### src/rtl/i2cRegPortPkg.sv
package i2cRegPortPkg;

  typedef enum logic [2:0] {
    ST_IDLE,     // released, waiting for START
    ST_RX,       // shifting in a byte
    ST_ACKWAIT,  // byte taken, waiting for SCL low to drive ACK
    ST_ACKDRV,   // holding ACK through the ninth pulse
    ST_TX,       // shifting out a byte
    ST_TXACK,    // released, sampling host ACK/NACK
    ST_TXLOAD    // host acked, load next byte on SCL low
  } portState_t;

  typedef enum logic [1:0] {
    K_ADDR,
    K_MAP,
    K_DATA
  } rxKind_t;

  typedef struct packed {
    logic shiftRx;
    logic capMap;
    logic wrReg;
    logic loadTx;
    logic shiftTx;
    logic incPtr;
    logic drvAck;
    logic txActive;
  } ctlStrobe_t;

endpackage

### src/rtl/i2cPortDp.sv
module i2cPortDp
  import i2cRegPortPkg::*;
#(
  parameter int DATA_W = 8,
  parameter int SYNC_STAGES = 2,
  parameter logic [DATA_W-3:0] ADDR_HI = 6'b100111,
  localparam int PTR_W = DATA_W - 1
) (
  input  logic              clk,
  input  logic              rstN,
  input  logic              sclIn,
  input  logic              sdaIn,
  input  logic              addrStrap,
  input  ctlStrobe_t        stb,
  input  logic [DATA_W-1:0] regRdata,
  output logic              sclRise,
  output logic              sclFall,
  output logic              busStart,
  output logic              busStop,
  output logic              sdaBit,
  output logic              rwBit,
  output logic              addrHit,
  output logic              sclLvl,
  output logic              autoIncLvl,
  output logic              sdaOe,
  output logic [PTR_W-1:0]  regAddr,
  output logic [DATA_W-1:0] regWdata
);

  logic [SYNC_STAGES-1:0] sclSync, sdaSync;
  logic sclD, sdaD;
  logic [DATA_W-1:0] rxSh, txSh, rxNext;
  logic [PTR_W-1:0] ptr;
  logic autoInc;

  always_ff @(posedge clk or negedge rstN) begin
    if (!rstN) begin
      sclSync <= '1;
      sdaSync <= '1;
      sclD    <= 1'b1;
      sdaD    <= 1'b1;
    end else begin
      sclSync <= {sclSync[SYNC_STAGES-2:0], sclIn};
      sdaSync <= {sdaSync[SYNC_STAGES-2:0], sdaIn};
      sclD    <= sclSync[SYNC_STAGES-1];
      sdaD    <= sdaSync[SYNC_STAGES-1];
    end
  end

  assign sclLvl   = sclSync[SYNC_STAGES-1];
  assign sdaBit   = sdaSync[SYNC_STAGES-1];
  assign sclRise  = sclLvl & ~sclD;
  assign sclFall  = ~sclLvl & sclD;
  assign busStart = sclLvl & sclD & sdaD & ~sdaBit;
  assign busStop  = sclLvl & sclD & ~sdaD & sdaBit;

  assign rxNext  = {rxSh[DATA_W-2:0], sdaBit};
  assign rwBit   = rxNext[0];
  assign addrHit = (rxNext[DATA_W-1:1] == {ADDR_HI, addrStrap});

  always_ff @(posedge clk or negedge rstN) begin
    if (!rstN) begin
      rxSh    <= '0;
      txSh    <= '1;
      ptr     <= '0;
      autoInc <= 1'b0;
    end else begin
      if (stb.shiftRx) rxSh <= rxNext;
      if (stb.loadTx) txSh <= regRdata;
      else if (stb.shiftTx) txSh <= {txSh[DATA_W-2:0], 1'b1};
      if (stb.capMap) begin
        autoInc <= rxNext[DATA_W-1];
        ptr     <= rxNext[PTR_W-1:0];
      end else if ((stb.wrReg | stb.incPtr) & autoInc) begin
        ptr <= ptr + 1'b1;
      end
    end
  end

  assign sdaOe      = stb.drvAck | (stb.txActive & ~txSh[DATA_W-1]);
  assign regAddr    = ptr;
  assign regWdata   = rxNext;
  assign autoIncLvl = autoInc;

endmodule

### src/rtl/i2cPortCtrl.sv
module i2cPortCtrl
  import i2cRegPortPkg::*;
#(
  parameter int DATA_W = 8,
  localparam int CNT_W = $clog2(DATA_W + 1)
) (
  input  logic       clk,
  input  logic       rstN,
  input  logic       sclRise,
  input  logic       sclFall,
  input  logic       busStart,
  input  logic       busStop,
  input  logic       sdaBit,
  input  logic       rwBit,
  input  logic       addrHit,
  output ctlStrobe_t stb,
  output logic       stIdle
);

  localparam logic [CNT_W-1:0] LAST_BIT = CNT_W'(DATA_W - 1);
  localparam logic [CNT_W-1:0] ALL_BITS = CNT_W'(DATA_W);

  portState_t state, nState;
  rxKind_t kind, nKind;
  logic rwRd, nRwRd;
  logic [CNT_W-1:0] cnt, nCnt;

  always_comb begin
    nState = state;
    nKind  = kind;
    nRwRd  = rwRd;
    nCnt   = cnt;
    stb    = '0;
    stb.drvAck   = (state == ST_ACKDRV);
    stb.txActive = (state == ST_TX);
    if (busStart) begin
      nState = ST_RX;
      nKind  = K_ADDR;
      nCnt   = '0;
    end else if (busStop) begin
      nState = ST_IDLE;
    end else begin
      unique case (state)
        ST_RX: if (sclRise) begin
          stb.shiftRx = 1'b1;
          nCnt = cnt + 1'b1;
          if (cnt == LAST_BIT) begin
            nCnt = '0;
            nState = ST_ACKWAIT;
            unique case (kind)
              K_ADDR: begin
                nRwRd = rwBit;
                if (!addrHit) nState = ST_IDLE;
              end
              K_MAP:   stb.capMap = 1'b1;
              default: stb.wrReg = 1'b1;
            endcase
          end
        end
        ST_ACKWAIT: if (sclFall) nState = ST_ACKDRV;
        ST_ACKDRV: if (sclFall) begin
          if (kind == K_ADDR && rwRd) begin
            stb.loadTx = 1'b1;
            nCnt = '0;
            nState = ST_TX;
          end else begin
            nState = ST_RX;
            nKind = (kind == K_ADDR) ? K_MAP : K_DATA;
          end
        end
        ST_TX: begin
          if (sclRise) nCnt = cnt + 1'b1;
          else if (sclFall) begin
            if (cnt == ALL_BITS) nState = ST_TXACK;
            else stb.shiftTx = 1'b1;
          end
        end
        ST_TXACK: if (sclRise) begin
          if (!sdaBit) begin
            stb.incPtr = 1'b1;
            nState = ST_TXLOAD;
          end else begin
            nState = ST_IDLE;
          end
        end
        ST_TXLOAD: if (sclFall) begin
          stb.loadTx = 1'b1;
          nCnt = '0;
          nState = ST_TX;
        end
        default: nState = ST_IDLE;
      endcase
    end
  end

  always_ff @(posedge clk or negedge rstN) begin
    if (!rstN) begin
      state <= ST_IDLE;
      kind  <= K_ADDR;
      rwRd  <= 1'b0;
      cnt   <= '0;
    end else begin
      state <= nState;
      kind  <= nKind;
      rwRd  <= nRwRd;
      cnt   <= nCnt;
    end
  end

  assign stIdle = (state == ST_IDLE);

endmodule

### src/rtl/i2cRegPort.sv
module i2cRegPort
  import i2cRegPortPkg::*;
#(
  parameter int DATA_W = 8,
  parameter int SYNC_STAGES = 2,
  parameter logic [DATA_W-3:0] ADDR_HI = 6'b100111,
  localparam int PTR_W = DATA_W - 1
) (
  input  logic              clk,
  input  logic              rstN,
  input  logic              sclIn,
  input  logic              sdaIn,
  input  logic              addrStrap,
  output logic              sdaOe,
  output logic [PTR_W-1:0]  regAddr,
  output logic [DATA_W-1:0] regWdata,
  output logic              regWe,
  input  logic [DATA_W-1:0] regRdata
);

  ctlStrobe_t stb;
  logic sclRise, sclFall, busStart, busStop, sdaBit, rwBit, addrHit;
  logic sclLvl, autoIncLvl, stIdle;

  i2cPortDp #(.DATA_W(DATA_W), .SYNC_STAGES(SYNC_STAGES), .ADDR_HI(ADDR_HI)) u_dp (
    .clk(clk), .rstN(rstN), .sclIn(sclIn), .sdaIn(sdaIn), .addrStrap(addrStrap),
    .stb(stb), .regRdata(regRdata), .sclRise(sclRise), .sclFall(sclFall),
    .busStart(busStart), .busStop(busStop), .sdaBit(sdaBit), .rwBit(rwBit),
    .addrHit(addrHit), .sclLvl(sclLvl), .autoIncLvl(autoIncLvl), .sdaOe(sdaOe),
    .regAddr(regAddr), .regWdata(regWdata)
  );

  i2cPortCtrl #(.DATA_W(DATA_W)) u_ctrl (
    .clk(clk), .rstN(rstN), .sclRise(sclRise), .sclFall(sclFall),
    .busStart(busStart), .busStop(busStop), .sdaBit(sdaBit), .rwBit(rwBit),
    .addrHit(addrHit), .stb(stb), .stIdle(stIdle)
  );

  assign regWe = stb.wrReg;

endmodule

### config.mk
export PLATFORM = sky130hd
export DESIGN_NAME = i2cRegPort
export DESIGN_NICKNAME = d
export VERILOG_FILES = /design/src/rtl/i2cRegPortPkg.sv /design/src/rtl/i2cPortDp.sv /design/src/rtl/i2cPortCtrl.sv /design/src/rtl/i2cRegPort.sv
export SDC_FILE = /design/constraint.sdc
export NUM_CORES = 1
export LEC_CHECK = 0
export BUFFER_PORTS_ARGS = -buffer_cell sky130_fd_sc_hd__buf_2
export CAP_MARGIN = 20
export CORE_MARGIN = 2
export CORE_UTILIZATION = 40
export DETAILED_ROUTE_END_ITERATION = 6
export PLACE_DENSITY = 0.69
export SLEW_MARGIN = 20
export SYNTH_ARGS = -nofsm -noshare
export SYNTH_HDL_FRONTEND = slang
export SYNTH_SLANG_ARGS = --single-unit
export TNS_END_PERCENT = 5
### constraint.sdc
create_clock -name clk -period 1.9 [get_ports clk]
set_clock_uncertainty 0.05 [all_clocks]
set_input_delay 0.19 -clock clk [delete_from_list [all_inputs] [get_ports clk]]
set_output_delay 0.19 -clock clk [all_outputs]
set_load 0.02 [all_outputs]
-- Word level (Yosys, flattened, before mapping)
Index checks and enable logic that the tools add are counted.
- add/subtract/negate cells: 2
- equality and inequality tests: 26
- muxes and demuxes: 53
- bitwise gates (word level): 18
- reduce and logical (&&, ||, !) cells: 12
- operators by type and width (kind ; number):
    $mux 3 ; 15
    $mux 4 ; 8
    $ne 4x4->1 const B ; 7
    $mux 2 ; 9
    $pmux 3 s6 ; 1
    $mux 8 ; 2
    $pmux 4 s4 ; 1
    $mux 7 ; 2
    $mux 1 ; 12
    $mux 6 ; 2
    $ne 3x3->1 const B ; 4
    $and 1x1->1 ; 9
    $eq 3x3->1 const B ; 3
    $reduce_and 9->1 ; 1
    $ne 4x3->1 const B ; 2
    $reduce_bool 2->1 ; 4
    $add 7x1->7 const B ; 1
    $eq 7x7->1 ; 1
    $not 1->1 ; 7
    $reduce_and 7->1 ; 1
    $eq 3x2->1 const B ; 2
    $reduce_and 6->1 ; 1
    $reduce_bool 5->1 ; 1
    $add 4x1->4 const B ; 1
    12 further kinds ; 14
- register bits after elaboration: 39
- bits of input ports: 13
- word-level logic and storage cells: 123

-- Logic depth before layout (Yosys ltp)
- depth in word-level cells: 12
- mapped depth: 7

-- Cells and area by module
Synthesis repeated with hierarchy kept, for this count alone.
- cells, all modules: 210
- area, all modules: 2140.8 um^2
- modules (own cells, without submodules) (module ; instances ; cells an instance ; area an instance (um^2) ; sequential area each (um^2)):
    i2cPortDp ; 1 ; 116 ; 1315.0 ; 743.2
    i2cPortCtrl ; 1 ; 94 ; 825.8 ; 250.2

-- Worst setup path before layout
No wires, ideal clock.
- path type: flip-flop to flip-flop
- start point: register u_dp.sdaSync[1]
- end point: register u_ctrl.cnt[3]
- library setup time: 69 ps
- arrival: 1902 ps
- data required time: 1781 ps
- slack: -121 ps
- stages on the path, launching flop included: 8
- path through: dfstp_2 -> buf_2 -> and4b_1 -> clkbuf_1 -> a221oi_1 -> o21ai_1 -> or4_1 -> nand3_1
- word-level cells in the longest chain between the ends: 4
- elaborated cells between the ends (all ways): 12
- RTL lines (what ; RTL line ; RTL):
    from (decl) ; i2cPortDp.sv:30 ; logic [SYNC_STAGES-1:0] sclSync, sdaSync;
    from (signal assigned) ; i2cPortDp.sv:44 ; sdaSync <= {sdaSync[SYNC_STAGES-2:0], sdaIn};
    $not 1->1 ; i2cPortDp.sv:54 ; assign busStart = sclLvl & sclD & sdaD & ~sdaBit;
    $and 1x1->1 ; i2cPortDp.sv:54 ;
    $ne 3x2->1 (no line) (tied with other cells) ; - ;
    $reduce_and 7->1 (no line) ; - ;
    to (signal assigned) ; i2cPortCtrl.sv:106 ; cnt <= nCnt;
    to (decl) ; i2cPortCtrl.sv:26 ; logic [CNT_W-1:0] cnt, nCnt;
Several ways; a longest one is shown, not always the timed one.
A chain may end at the register's enable or synchronous reset.

-- Worst setup path after layout
- start point: register u_ctrl.state[0]
- end point: register u_dp.ptr[5] (netlist: u_dp.regAddr[5])
- word-level cells in the longest chain between the ends: 7
- elaborated cells between the ends (all ways): 10
- RTL lines (what ; RTL line ; RTL):
    from (decl) ; i2cPortCtrl.sv:23 ; portState_t state, nState;
    from (signal assigned) ; i2cPortCtrl.sv:103 ; state <= nState;
    $eq 3x1->1 / $eq 3x3->1 (equally long branches) ; i2cPortCtrl.sv:43 ; unique case (state)
    $mux 3 / $mux 1 (equally long branches) ; i2cPortCtrl.sv:43 ;
    $mux 6 * ; i2cPortCtrl.sv:40 ; end else if (busStop) begin
    $mux 6 * ; i2cPortCtrl.sv:36 ; if (busStart) begin
    $or 1x1->1 ; i2cPortDp.sv:74 ; end else if ((stb.wrReg | stb.incPtr) & autoInc) begin
    $and 1x1->1 ; i2cPortDp.sv:74 ;
    $reduce_bool 2->1 (no line) ; - ;
    to (signal assigned) ; i2cPortDp.sv:73 ; ptr <= rxNext[PTR_W-1:0];
    to (signal assigned) ; i2cPortDp.sv:75 ; ptr <= ptr + 1'b1;
    to (decl) ; i2cPortDp.sv:33 ; logic [PTR_W-1:0] ptr;
Mark *: on every way between the ends. The rest lies on a longest branch, timed or not.

==> Flow_metrics.wiki <==
{| class="wikitable"
! Metric !! Value
|-
| Run status || complete, but fails checks
|-
| Violations in the final reports || negative setup slack
|-
| Flip-flop and latch count after synthesis || 39
|-
| Post-Synthesis Net Count || 224
|-
| Std-Cell Core Area || 5140 um2
|-
| Power density over cell area || approximately 1100 nW/um2
|-
| Count of maximum capacitance violations || 0
|-
| Startpoint kind of the worst setup timing path || flop
|-
| Initial antenna violation count || 0
|-
| DRT Pass-1 Iters || 4
|-
| Vias || 1750
|-
| Fraction of layout instances using a drive strength above 1 || 37.64%
|-
| Data required time of the worst path || 2.03 ns
|-
| Post-CTS setup buffer count || 0
|-
| Area leader, netlist || dfrtp_1
|-
| CTS tree || built
|-
| Detailed router's first-iteration violation count || ~130
|-
| Number of sinks driven by the clock tree || 39
|-
| Max frequency || 0.4936 GHz
|-
| Final WS setup || -0.1259 ns
|-
| Die area || 5976 um2
|-
| Vias in the first global route || between 1.5k and 2k
|-
| Count of pins on the block boundary || 30
|-
| Maximum number of pins on one net before global-route repair || 40
|-
| Initial standard-cell utilization of the core || between 40% and 50%
|-
| Final #Nets || approximately 280
|-
| Setup repair after global routing missed its margin || true
|-
| Buffers from clock root to sink, at most || 2
|-
| Leakage Power || 1.231 nW
|-
| CTS H-tree depth || 2
|-
| Family with the most delay on the worst path || simple AND/OR/NAND/NOR gates
|-
| Cell chain of the critical path || nor4bb_1, a31oi_1, buf_4, nor2_4, mux2_2, a221o_1
|-
| Cell with the most instances after synthesis || dfrtp_1
|-
| Number of instances in the synthesized netlist || 208
|-
| Aggregate global-route resource usage || 16.37%
|-
| Number of buffer cells added on primary ports || 29
|-
| Setup slack of the most critical reg-to-reg path || -0.13 ns
|-
| Main synth FF type || dfrtp_1
|-
| Transition time of the tightest slew-check pin || 0.6253 ns
|-
| Normalized max-slew margin || 58.13%
|-
| Final weighted congestion in routability-driven placement || 0.7973
|-
| Average wire per standard cell || 13.44 um
|-
| Top post-synthesis cells by area || dfrtp_1 29%, dfstp_2 17%, mux2_2 4.7%, mux2i_1 4.2%, a221o_1 3.7%
|-
| Routed Antenna Nets || 0
|-
| Highest-delay cell along the critical path || dfrtp_1
|-
| Number of synthesis warnings || 0
|-
| EDFF count, synth || 0
|-
| Type of the worst setup path || flop to flop
|-
| Final critical-path required period || just over 2 ns
|-
| Die Span Y || 77.31 um
|-
| DRC violation count after routing || 0
|-
| Worst path buffer plus inverter count || 1
|-
| First-pass GRT wire length || between 7000 and 8000 um
|-
| Data arrival time of the critical path || 2.15 ns
|-
| Half-perimeter wire length after detailed placement || 3329 um
|-
| Delay of the slowest cell on the worst path || 0.43 ns
|-
| Sequential element share of the synthesized area || approximately 46%
|-
| CTS Root Buffer Type || clkbuf_8
|-
| Period Utilization, post-route || 106.6%
|-
| Mapped cell area || about 2100 um2
|-
| Clock buffer count from CTS || 5
|-
| Worst IR Drop VDD || roughly 600 uV
|-
| Endpoint kind of the worst setup timing path || flop
|-
| Fraction of synthesis flops using an asynchronous set or reset pin || between 90% and 100%
|-
| Number of failing hold endpoints at the final stage || 0
|-
| Total global routing overflow || 0
|-
| Total negative setup slack || -0.3729 ns
|-
| Overall die width || around 77 um
|-
| Wire length reported by the detailed router || 4477 um
|-
| Drt via density || 5.255
|-
| Clock transition at the register clock pins on the worst setup and hold paths after CTS || roughly 0.08 ns
|-
| Mean cell area of the mapped netlist || 10.33 um2
|-
| Synth cell count leaders || 25 x dfrtp_1, 17 x nor2_1, 14 x dfstp_2
|-
| Worst-Skew Late Latency || slightly below 0.3 ns
|-
| Max Transition Viols Final || 0
|-
| Finished Core Util || 52.80%
|-
| Path class of the lowest-slack min-delay path || input pin to flop
|-
| Proportion of netlist area held by the largest area contributor || 29.10%
|-
| Antenna diode count || 0
|-
| Setup violators final || 7
|-
| Cell variety after synth || 53
|-
| Placement Rows || 26
|-
| Area delta synth->final || 26.25%
|-
| Peak fanout along the critical path || 6
|}
power breakdown:
part	switching (mW)	internal (mW)
combinational	0.509	0.476
clock	0.288	0.425
sequential	0.184	0.996
total	0.981	1.90
through the flow:
stage               total power [mW]  cells  setup WS, ns  cell area, um2  hold WS [ns]
floorplan                      1.786    208      -0.05857            2167       -0.1556
global placement               2.141    322      -0.08717            2527        0.2157
detailed placement             2.154    322      -0.09846            2527        0.2234
CTS                            2.886    333      -0.09189            2685       0.07408
global route                   3.066    333       -0.1519            2714       0.07824
finish                         2.878    333       -0.1259            2714       0.08522
kinds of logic (layout without fill, tap and decap cells):
group           Yosys count  after routing  synth area share (%)
compound gates           43             43                 14.15
fa+ha+maj                 3              3                 1.746
mux                      19             19                 9.430
xor+xnor                  3              3                 1.223
buf+inv                  18             73                 4.423
simple gates             83             83                 22.82
flops                    39             39                 46.22
registers in the layout, indices dropped and copies added, names as in the netlist:
name / flops
u_ctrl.rwRd: 1
u_dp.autoIncLvl: 1
u_dp.sdaSync: 2
u_dp.sclD: 1
u_dp.sclSync: 2
u_ctrl.cnt: 4
u_ctrl.kind: 2
u_dp.sdaD: 1
u_dp.rxSh: 7
u_dp.regAddr: 7
u_ctrl.state: 3
u_dp.txSh: 8
area by class of cell:
type / count / area [um2]
clock buffer: 6 / 82.58
tap: 70 / 87.58
clock inverter: 2 / 35.03
inverter: 6 / 22.52
timing repair buffer: 59 / 386.6
multi-input combinational: 151 / 1106
fill: 498 / 2426
sequential: 39 / 993.5
tightest hold or removal path: stages:
cell and delay, ns:
buf_2 0.09, nor2_1 0.09, a21oi_1 0.04
worst paths after layout:
check,from,end,cells past startpoint
max,u_ctrl.state[0],u_dp.regAddr[5],6
max in group asynchronous,rstN,u_dp.sdaSync[1],3
min in group asynchronous,rstN,u_ctrl.cnt[1],3
max reg2reg,u_ctrl.state[0],u_dp.regAddr[5],6
min reg2reg,u_dp.sdaSync[0],u_dp.sdaSync[1],0
min,regRdata[4],u_dp.txSh[4],3
routing by layer:
layer	GRT usage (%)	vias to the layer above	routed length (um)	share of wire, %
li1	-	874	-	-
met1	22.81	843	2259	50
met2	25.57	33	2045	46
met3	4.000	0	171	3.8
met4	4.286	0	0	0
met5	0	-	0	0
cells in the final DEF (no fill, tap or decap), types with 2 or more instances in the layout:
cell,Yosys,layout
nand2_1,13,13
o21ai_0,6,6
a21oi_1,8,8
a221o_1,8,8
nor3_1,8,8
and3_1,3,2
dfrtp_1,25,25
nor3b_1,6,5
xor2_1,3,3
buf_4,2,28
nand2b_1,3,3
dfstp_2,14,14
o22ai_1,4,4
mux2_2,9,9
and2_1,4,3
a31oi_1,3,3
buf_2,4,27
inv_1,6,6
or2_1,2,2
o21ai_1,2,2
mux2i_1,9,9
ha_1,3,3
and3b_1,2,2
nor2_1,17,17
nand3b_1,3,3
dlygate4sd3_1,0,3
nand3_1,7,6
clkbuf_8,0,6
nor2b_1,3,3
repair_timing:
action                                  CTS  global route
hold buffers                              3             0
endpoints found under the setup margin    8            15
pin swaps                                 1             1
gates resized for setup                   3             7
hold endpoints to repair                 27             0
No activity file was read; power rests on OpenSTA's default activity.
